$ cat config.mk
export PLATFORM = sky130hd
export DESIGN_NAME = dram_cas_steer
export DESIGN_NICKNAME = d
export VERILOG_FILES = /design/src/rtl/dram_steer_pkg.sv /design/src/rtl/cas_bank_latch.sv /design/src/rtl/cbr_refresh_track.sv /design/src/rtl/cas_lane_gate.sv /design/src/rtl/dram_cas_steer.sv
export SDC_FILE = /design/constraint.sdc
export NUM_CORES = 1
export LEC_CHECK = 0
export ABC_AREA = 1
export BUFFER_PORTS_ARGS = -buffer_cell sky130_fd_sc_hd__buf_4
export CAP_MARGIN = 20
export CORE_AREA = 2 2 39 41
export CTS_CLUSTER_SIZE = 25
export DETAILED_ROUTE_END_ITERATION = 16
export DIE_AREA = 0 0 41 43
export PLACE_DENSITY = 0.59
export SETUP_SLACK_MARGIN = 0.2
export SYNTH_ARGS = -nofsm -noshare
export SYNTH_HDL_FRONTEND = slang
export SYNTH_SLANG_ARGS = --single-unit
$ cat constraint.sdc
create_clock -name clk -period 2.26 [get_ports clk]
set_input_delay 0.565 -clock clk [delete_from_list [all_inputs] [get_ports clk]]
set_output_delay 0.565 -clock clk [all_outputs]
set_load 0.02 [all_outputs]
$ cat src/rtl/dram_steer_pkg.sv
package dram_steer_pkg;

  localparam int unsigned MAX_CHIPS = 4;
  localparam int unsigned CODE_W    = 2;

  // Reduce the raw extra address lines to a chip index for the configured count.
  // With two chips only the lower line is meaningful.
  function automatic logic [CODE_W-1:0] bank_index(input logic [CODE_W-1:0] lines,
                                                   input int unsigned       n_chips);
    logic [CODE_W-1:0] idx;
    if (n_chips == 2) idx = {1'b0, lines[0]};
    else              idx = lines;
    return idx;
  endfunction

  // One-hot chip mask for an index.
  function automatic logic [MAX_CHIPS-1:0] chip_mask(input logic [CODE_W-1:0] idx);
    logic [MAX_CHIPS-1:0] m;
    m = '0;
    m[idx] = 1'b1;
    return m;
  endfunction

endpackage

$ cat src/rtl/cas_bank_latch.sv
module cas_bank_latch
  import dram_steer_pkg::*;
#(
  parameter int unsigned NUM_CHIPS = 4,
  localparam int unsigned IDX_W = (NUM_CHIPS > 1) ? $clog2(NUM_CHIPS) : 1
) (
  input  logic              clk,
  input  logic              rst_n,
  input  logic              ras_n,
  input  logic [CODE_W-1:0] bank_addr,
  output logic              ras_fall,
  output logic [IDX_W-1:0]  held_idx,
  output logic [IDX_W-1:0]  sel_idx
);

  logic              ras_q;
  logic [CODE_W-1:0] live_code;
  logic [IDX_W-1:0]  live_idx;

  assign live_code = bank_index(bank_addr, NUM_CHIPS);
  assign live_idx  = live_code[IDX_W-1:0];
  assign ras_fall  = ras_q && !ras_n;

  always_ff @(posedge clk or negedge rst_n) begin
    if (!rst_n) begin
      ras_q    <= 1'b1;
      held_idx <= '0;
    end else begin
      ras_q <= ras_n;
      if (ras_fall) held_idx <= live_idx;
    end
  end

  // During the fall cycle the live code is used so steering costs no edge.
  assign sel_idx = ras_fall ? live_idx : held_idx;

endmodule

$ cat src/rtl/cbr_refresh_track.sv
module cbr_refresh_track (
  input  logic clk,
  input  logic rst_n,
  input  logic ras_n,
  input  logic cas_any,
  output logic refresh_q,
  output logic bcast
);

  logic cbr_start;
  logic cbr_end;

  assign cbr_start = ras_n && cas_any;
  assign cbr_end   = ras_n && !cas_any;

  always_ff @(posedge clk or negedge rst_n) begin
    if (!rst_n)         refresh_q <= 1'b0;
    else if (cbr_start) refresh_q <= 1'b1;
    else if (cbr_end)   refresh_q <= 1'b0;
  end

  assign bcast = refresh_q || cbr_start;

endmodule

$ cat src/rtl/cas_lane_gate.sv
module cas_lane_gate #(
  parameter int unsigned NUM_CHIPS = 4,
  localparam int unsigned IDX_W = (NUM_CHIPS > 1) ? $clog2(NUM_CHIPS) : 1
) (
  input  logic                 rst_n,
  input  logic                 ras_n,
  input  logic                 cas_lo_n,
  input  logic                 cas_hi_n,
  input  logic                 bcast,
  input  logic [IDX_W-1:0]     sel_idx,
  output logic [NUM_CHIPS-1:0] chip_en,
  output logic [NUM_CHIPS-1:0] chip_cas_lo_n,
  output logic [NUM_CHIPS-1:0] chip_cas_hi_n
);

  for (genvar k = 0; k < NUM_CHIPS; k++) begin : g_lane
    assign chip_en[k] = rst_n && (bcast || (!ras_n && (sel_idx == IDX_W'(k))));
    assign chip_cas_lo_n[k] = chip_en[k] ? cas_lo_n : 1'b1;
    assign chip_cas_hi_n[k] = chip_en[k] ? cas_hi_n : 1'b1;
  end

endmodule

$ cat src/rtl/dram_cas_steer.sv
module dram_cas_steer
  import dram_steer_pkg::*;
#(
  parameter int unsigned NUM_CHIPS = 4
) (
  input  logic                 clk,
  input  logic                 rst_n,
  input  logic                 ras_n,
  input  logic                 cas_lo_n,
  input  logic                 cas_hi_n,
  input  logic [1:0]           bank_addr,
  output logic [NUM_CHIPS-1:0] chip_ras_n,
  output logic [NUM_CHIPS-1:0] chip_cas_lo_n,
  output logic [NUM_CHIPS-1:0] chip_cas_hi_n
);

  localparam int unsigned IDX_W = (NUM_CHIPS > 1) ? $clog2(NUM_CHIPS) : 1;

  // Named internal events, visible to the bound checker.
  logic                 ras_fall;
  logic                 refresh_q;
  logic                 bcast;
  logic                 cas_any;
  logic [IDX_W-1:0]     held_idx;
  logic [IDX_W-1:0]     sel_idx;
  logic [NUM_CHIPS-1:0] chip_en;

  assign cas_any    = !cas_lo_n || !cas_hi_n;
  assign chip_ras_n = {NUM_CHIPS{ras_n}};

  cas_bank_latch #(.NUM_CHIPS(NUM_CHIPS)) bank_i (
    .clk       (clk),
    .rst_n     (rst_n),
    .ras_n     (ras_n),
    .bank_addr (bank_addr),
    .ras_fall  (ras_fall),
    .held_idx  (held_idx),
    .sel_idx   (sel_idx)
  );

  cbr_refresh_track refresh_i (
    .clk       (clk),
    .rst_n     (rst_n),
    .ras_n     (ras_n),
    .cas_any   (cas_any),
    .refresh_q (refresh_q),
    .bcast     (bcast)
  );

  cas_lane_gate #(.NUM_CHIPS(NUM_CHIPS)) gate_i (
    .rst_n         (rst_n),
    .ras_n         (ras_n),
    .cas_lo_n      (cas_lo_n),
    .cas_hi_n      (cas_hi_n),
    .bcast         (bcast),
    .sel_idx       (sel_idx),
    .chip_en       (chip_en),
    .chip_cas_lo_n (chip_cas_lo_n),
    .chip_cas_hi_n (chip_cas_hi_n)
  );

endmodule

==> results of run 1 <==
[area by class of cell]
type / count / area (sq um)
clock buffer: 4 / 26.3
fill: 157 / 878
inverter: 6 / 25.0
multi-input combinational: 32 / 183
sequential: 4 / 101
tap: 16 / 20.0
timing repair buffer: 18 / 150
[repair_timing]
| action | CTS | global route |
|---|---|---|
| hold buffers | 0 | 0 |
| gates resized for setup | 0 | 9 |
| buffers inserted | 0 | 0 |
| setup endpoints to repair | 0 | 8 |
[cell usage after synthesis (all sizes together)]
library cell | n | share of area [%]
a21oi | 1 | 1.6
nand2 | 14 | 22
buf | 5 | 11
a31oi | 1 | 1.9
nand3b | 1 | 2.3
dfstp | 1 | 8.2
nand3 | 15 | 23
inv | 6 | 7.0
dfrtp | 3 | 23
[sequential cells by signal, indices dropped and copies added, names as in the netlist]
name,count
bank_i.held_idx,2
bank_i.ras_q,1
refresh_i.refresh_q,1
[kinds of logic (layout without fill, tap and decap cells)]
family                 Yosys count  after routing
AND/OR/NAND/NOR                 30             30
buffers and inverters           11             28
flip-flops                       4              4
AO/OA/AOI/OAI                    2              2
[worst min-delay path by stage]
stage	end	depth (start not counted)	start	slack [ps]
5_1_grt	bank_i.held_idx[0]	1	rst_n	130
2_1_floorplan	bank_i.held_idx[0]	0	rst_n	270
4_1_cts	bank_i.held_idx[0]	1	rst_n	130
6_report	bank_i.held_idx[0]	1	rst_n	140
3_5_place_dp	refresh_i.refresh_q	1	rst_n	390
3_3_place_gp	bank_i.held_idx[1]	1	rst_n	390
[metal layers]
| metal | global-route usage [%] | part of all wire (%) | up-vias |
|---|---|---|---|
| met5 | 0 | 0 | - |
| met4 | 6.00 | 0 | 0 |
| met2 | 14.4 | 51 | 12 |
| li1 | - | - | 183 |
| met3 | 5.24 | 10 | 0 |
| met1 | 11.4 | 39 | 151 |
[where the power goes]
| group | internal, W | switching [W] |
|---|---|---|
| clock network | 0.0000667 | 0.0000354 |
| logic | 0.0000420 | 0.0000567 |
| registers | 0.0000801 | 0.00000551 |
[critical path, cell delays in order, from the launching register on]
cell	delay, ps
dfstp_2	590
nand3_2	90
nand2_2	90
nand3_1	80
nand2_1	110
nand3_2	80
buf_6	140
[stage by stage]
| stage | area [sq um] | power [W] | hold slack, ps | worst slack, ps |
|---|---|---|---|---|
| 6_report | 505 | 0.000286 | 143 | 280 |
| 5_1_grt | 505 | 0.000309 | 129 | 168 |
| 3_3_place_gp | 443 | 0.000177 | 395 | 250 |
| 2_1_floorplan | 322 | 0.000145 | 269 | 526 |
| 4_1_cts | 469 | 0.000283 | 132 | 231 |
| 3_5_place_dp | 443 | 0.000178 | 394 | 242 |
==> flow_summary.ini, run 1 <==
[critical_path]
path_class = reg -> out
cp.required_ps = 1690
reg2reg_setup_slack_ps = 1360
critPathLaunch = bank_i.ras_q
worstReg2RegStart = bank_i.ras_q
cp.arrival_ps = 1420
endpoint = chip_cas_hi_n[1]
reg2reg_to = bank_i.held_idx[0]
critPathMaxFanout = 5
ff2ff_path_depth = 3
crit_path_start_kind = flop
cp-end-kind = output pin

[global_route]
grt_start_max_net_pins = 13
track_usage_pct = 10.1
grt_pass1_wl_um = 1190
grt_antenna_before_repair = 0
grt_overflow = 0
grt_pass1_vias = 297

[synth]
synth_compound_area_share_pct = 3.50
syn_nets = 54
ys_types = 13
ys_warn_count = 0
yosys.area_share.xor_xnor_pct = 0
synth_seq_area_share_pct = 31.5
syn-instance-count = 47
syn_avg_cell_area_sq_um = 6.84
synthSimpleGateAreaFrac_pct = 47.5
synth_area_sq_um = 322
synth_top_family_by_area = simple AND/OR/NAND/NOR gates
yosys-mux-area-fraction_pct = 0
ys_ff_latch = 4
synthAdderAreaFrac_pct = 0

[pwr]
p_per_area_nw_per_um2 = 567
p_leak_nw = 0.252
ir_drop_mv = 0.228

[place]
dp_hpwl_um = 587
gp_congestion = 0.705
placed_cells = 76
io_buffers = 18

[clock_network]
clk_root_buffer_cell = clkbuf_4
tritoncts = done
clk_pin_slew_worst_paths_ps = 40
cts_htree_levels = 1
cts_buffers = 3
clock_latency_ps = 240
cts_max_path_buffers = 2
cts_sinks = 4

[floorplan]
core_region_area_sq_um = 1380
fp.dieH_um = 43
die-area_sq_um = 1760
io_pins = 19
die_w_um = 41
start_util_pct = 23.2
rows = 14

[finish]
layout_common_cells = 14 x buf_4, 12 x nand3_1, 9 x nand2_1
post-route-util_pct = 36.5
final_common_cell = buf_4
fin_cells = 80
layout-area-overhead-vs-synth_pct = 57.2
drive_gt1_share_pct = 50.0
diodes = 0
finish.net_count = 72

[sta]
final.setup_skew_ps = 5.11
clock.fmax_mhz = 505
fin_crit_ps = 1980
rsz0062_at_grt = true
setup-tns-final_ps = 0
maxSlewHeadroom_pct = 86.7
post-route-period-util_pct = 87.6
setup_viol_count_final = 0
hold_viol = 0
worst_pin_slew_ps = 200
slew_viol_final = 0

[route]
drt_iter0_drc = 5
vias = 346
final_antenna_net_count = 0
wl_per_cell_um = 9.73
finalWirelength_um = 778
drc_errors = 0
dr.pass1.iters = 2
vias_per_cell = 4.33

[hold_path]
hold_path_class = in -> async

[status]
status = finished clean

[run]
drv_cap = 0
(Power assumes the default switching activity.)
==> inputs of run 2 (changes only) <==
- CELL_PAD_IN_SITES_DETAIL_PLACEMENT: not set -> 1
- CELL_PAD_IN_SITES_GLOBAL_PLACEMENT: not set -> 1
- CTS_CLUSTER_DIAMETER: not set -> 120
- PLACE_DENSITY: 0.59 -> 0.78
==> run 2 against run 1 <==
Cell count unchanged; worst hold slack better by 8.4 ps; combinational power grew 8%; critical path depth stayed put; via count increased by 3.8%; cell area rose by 5.2%; flip-flop and latch count stayed put; clock skew increased by 3.1 ps; global-route usage is 1.6 points higher; register-to-register slack barely moved; fmax shrank 0.32%; first-iteration DRC count increased by 60%; largest cell class unchanged; largest power group is now combinational logic.
==> flow_summary.ini, run 2 (synthesis results as in run 1) <==
[global_route]
grt_pass1_wl_um = 1390
track_usage_pct = 11.7
grt_start_max_net_pins = 13
grt_pass1_vias = 348
grt_antenna_before_repair = 0
grt_overflow = 0

[sta]
clock.fmax_mhz = 503
rsz0062_at_grt = true
slew_viol_final = 0
holdWs_ps = 151
setup-tns-final_ps = 0
hold_viol = 0
final.setup_skew_ps = 8.18
maxSlewHeadroom_pct = 78.6
worst_pin_slew_ps = 321
fin_crit_ps = 1990
setup_viol_count_final = 0
post-route-period-util_pct = 87.9

[floorplan]
die_w_um = 41
start_util_pct = 23.2
rows = 14
core_region_area_sq_um = 1380
io_pins = 19
fp.dieH_um = 43
die-area_sq_um = 1760

[route]
vias_per_cell = 4.49
drt_iter0_drc = 8
finalWirelength_um = 922
final_antenna_net_count = 0
wl_per_cell_um = 11.5
drc_errors = 0
vias = 359
dr.pass1.iters = 3

[finish]
layout-area-overhead-vs-synth_pct = 65.4
layout_common_cells = 13 x buf_4, 9 x nand3_1, 7 x nand2_2
finish.net_count = 72
largest_reg_flops = 2
final_common_cell = buf_4
fin_area_sq_um = 532
reg_top3 = bank_i.held_idx x2, bank_i.ras_q x1, refresh_i.refresh_q x1
diodes = 0
post-route-util_pct = 38.4
top_register = bank_i.held_idx
drive_gt1_share_pct = 59.4

[critical_path]
reg2reg_to = bank_i.held_idx[1]
ff2ff_path_depth = 3
critPathMaxFanout = 5
cp-end-kind = output pin
cp.arrival_ps = 1420
crit_path_start_kind = flop
critPathLaunch = bank_i.ras_q
worstReg2RegStart = bank_i.ras_q
path_class = reg -> out
reg2reg_setup_slack_ps = 1360
cp.required_ps = 1690

[pwr]
switching_share_pct = 34.9
internal_power_w = 0.000192
seqPwrFrac_pct = 29.1
switchingPower_w = 0.000103
p_leak_nw = 0.259
ir_drop_mv = 0.240
p_per_area_nw_per_um2 = 554
p_clk_share_pct = 34.5
pwr-share-comb_pct = 36.5

[place]
gp_congestion = 0.678
dp_hpwl_um = 703
io_buffers = 18
dpl-instance-area_sq_um = 443

[clock_network]
clk_root_buffer_cell = clkbuf_4
cts_sinks = 4
clk_pin_slew_worst_paths_ps = 40
cts_htree_levels = 1
cts_buffers = 3
clock_latency_ps = 240
tritoncts = done
post-cts-setup-buffers = 0
cts_max_path_buffers = 2

[status]
status = finished clean

[hold_path]
hold_path_class = in -> async

[run]
drv_cap = 0
[run 2: cell count changes in the layout (fill, tap and decap cells not counted)]
cell     change
buf_4        -1
buf_6        +1
nand3_1      -3
nand3_2      +3
nand2_2      +3
nand2_1      -3
[run 2: cell type report]
cell class / count / area (sq um)
fillers: 182 / 852
multi-input cells: 32 / 205
repair buffers: 18 / 154
flip-flops and latches: 4 / 101
clock buffers: 4 / 26.3
inverters: 6 / 25.0
well taps: 16 / 20.0
[run 2: per-layer routing]
metal	up-vias	wire length (um)	track usage (%)
li1	182	-	-
met2	12	469	16.9
met4	0	8	8.00
met1	163	386	14.2
met5	-	0	0
met3	2	58	3.14
[run 2: how the worst max path moves through the flow]
| stage | cells after the start | endpoint | slack, ps |
|---|---|---|---|
| 6_report | 6 | chip_cas_hi_n[2] | 270 |
| 3_3_place_gp | 8 | chip_cas_lo_n[2] | 250 |
| 5_1_grt | 7 | chip_cas_lo_n[1] | 180 |
| 4_1_cts | 5 | chip_cas_lo_n[2] | 230 |
| 3_5_place_dp | 8 | chip_cas_lo_n[2] | 200 |
| 2_1_floorplan | 6 | chip_cas_hi_n[1] | 530 |
[run 2: power groups by stage]
stage                     logic [W]  registers (W)  clock network (W)
after detailed placement  0.0000949      0.0000861                  0
final                      0.000107      0.0000856           0.000102
after floorplan           0.0000600      0.0000852                  0
after CTS                 0.0000955      0.0000852           0.000106
after global placement    0.0000914      0.0000856                  0
after global routing       0.000117      0.0000865           0.000112
[run 2: critical path: stages (launching register included)]
cell and delay [ps]:
dfstp_2 590, nand3_1 100, nand2_2 80, nand3_1 100
nand2_2 90, nand3_1 60, buf_4 160
[run 2: stage by stage]
step                instances  setup slack (ps)  total power (W)
global placement           76               250         0.000177
global route               80               175         0.000316
CTS                        80               232         0.000287
finish                     80               273         0.000295
detailed placement         76               196         0.000181
floorplan                  47               526         0.000145
[run 2: repair_timing]
action / CTS / global route
resized for setup: 1 / 15
endpoints found under the hold margin: 0 / 0
endpoints found under the setup margin: 1 / 8
cloned: 0 / 0
pin swaps: 0 / 2
hold buffers: 0 / 0
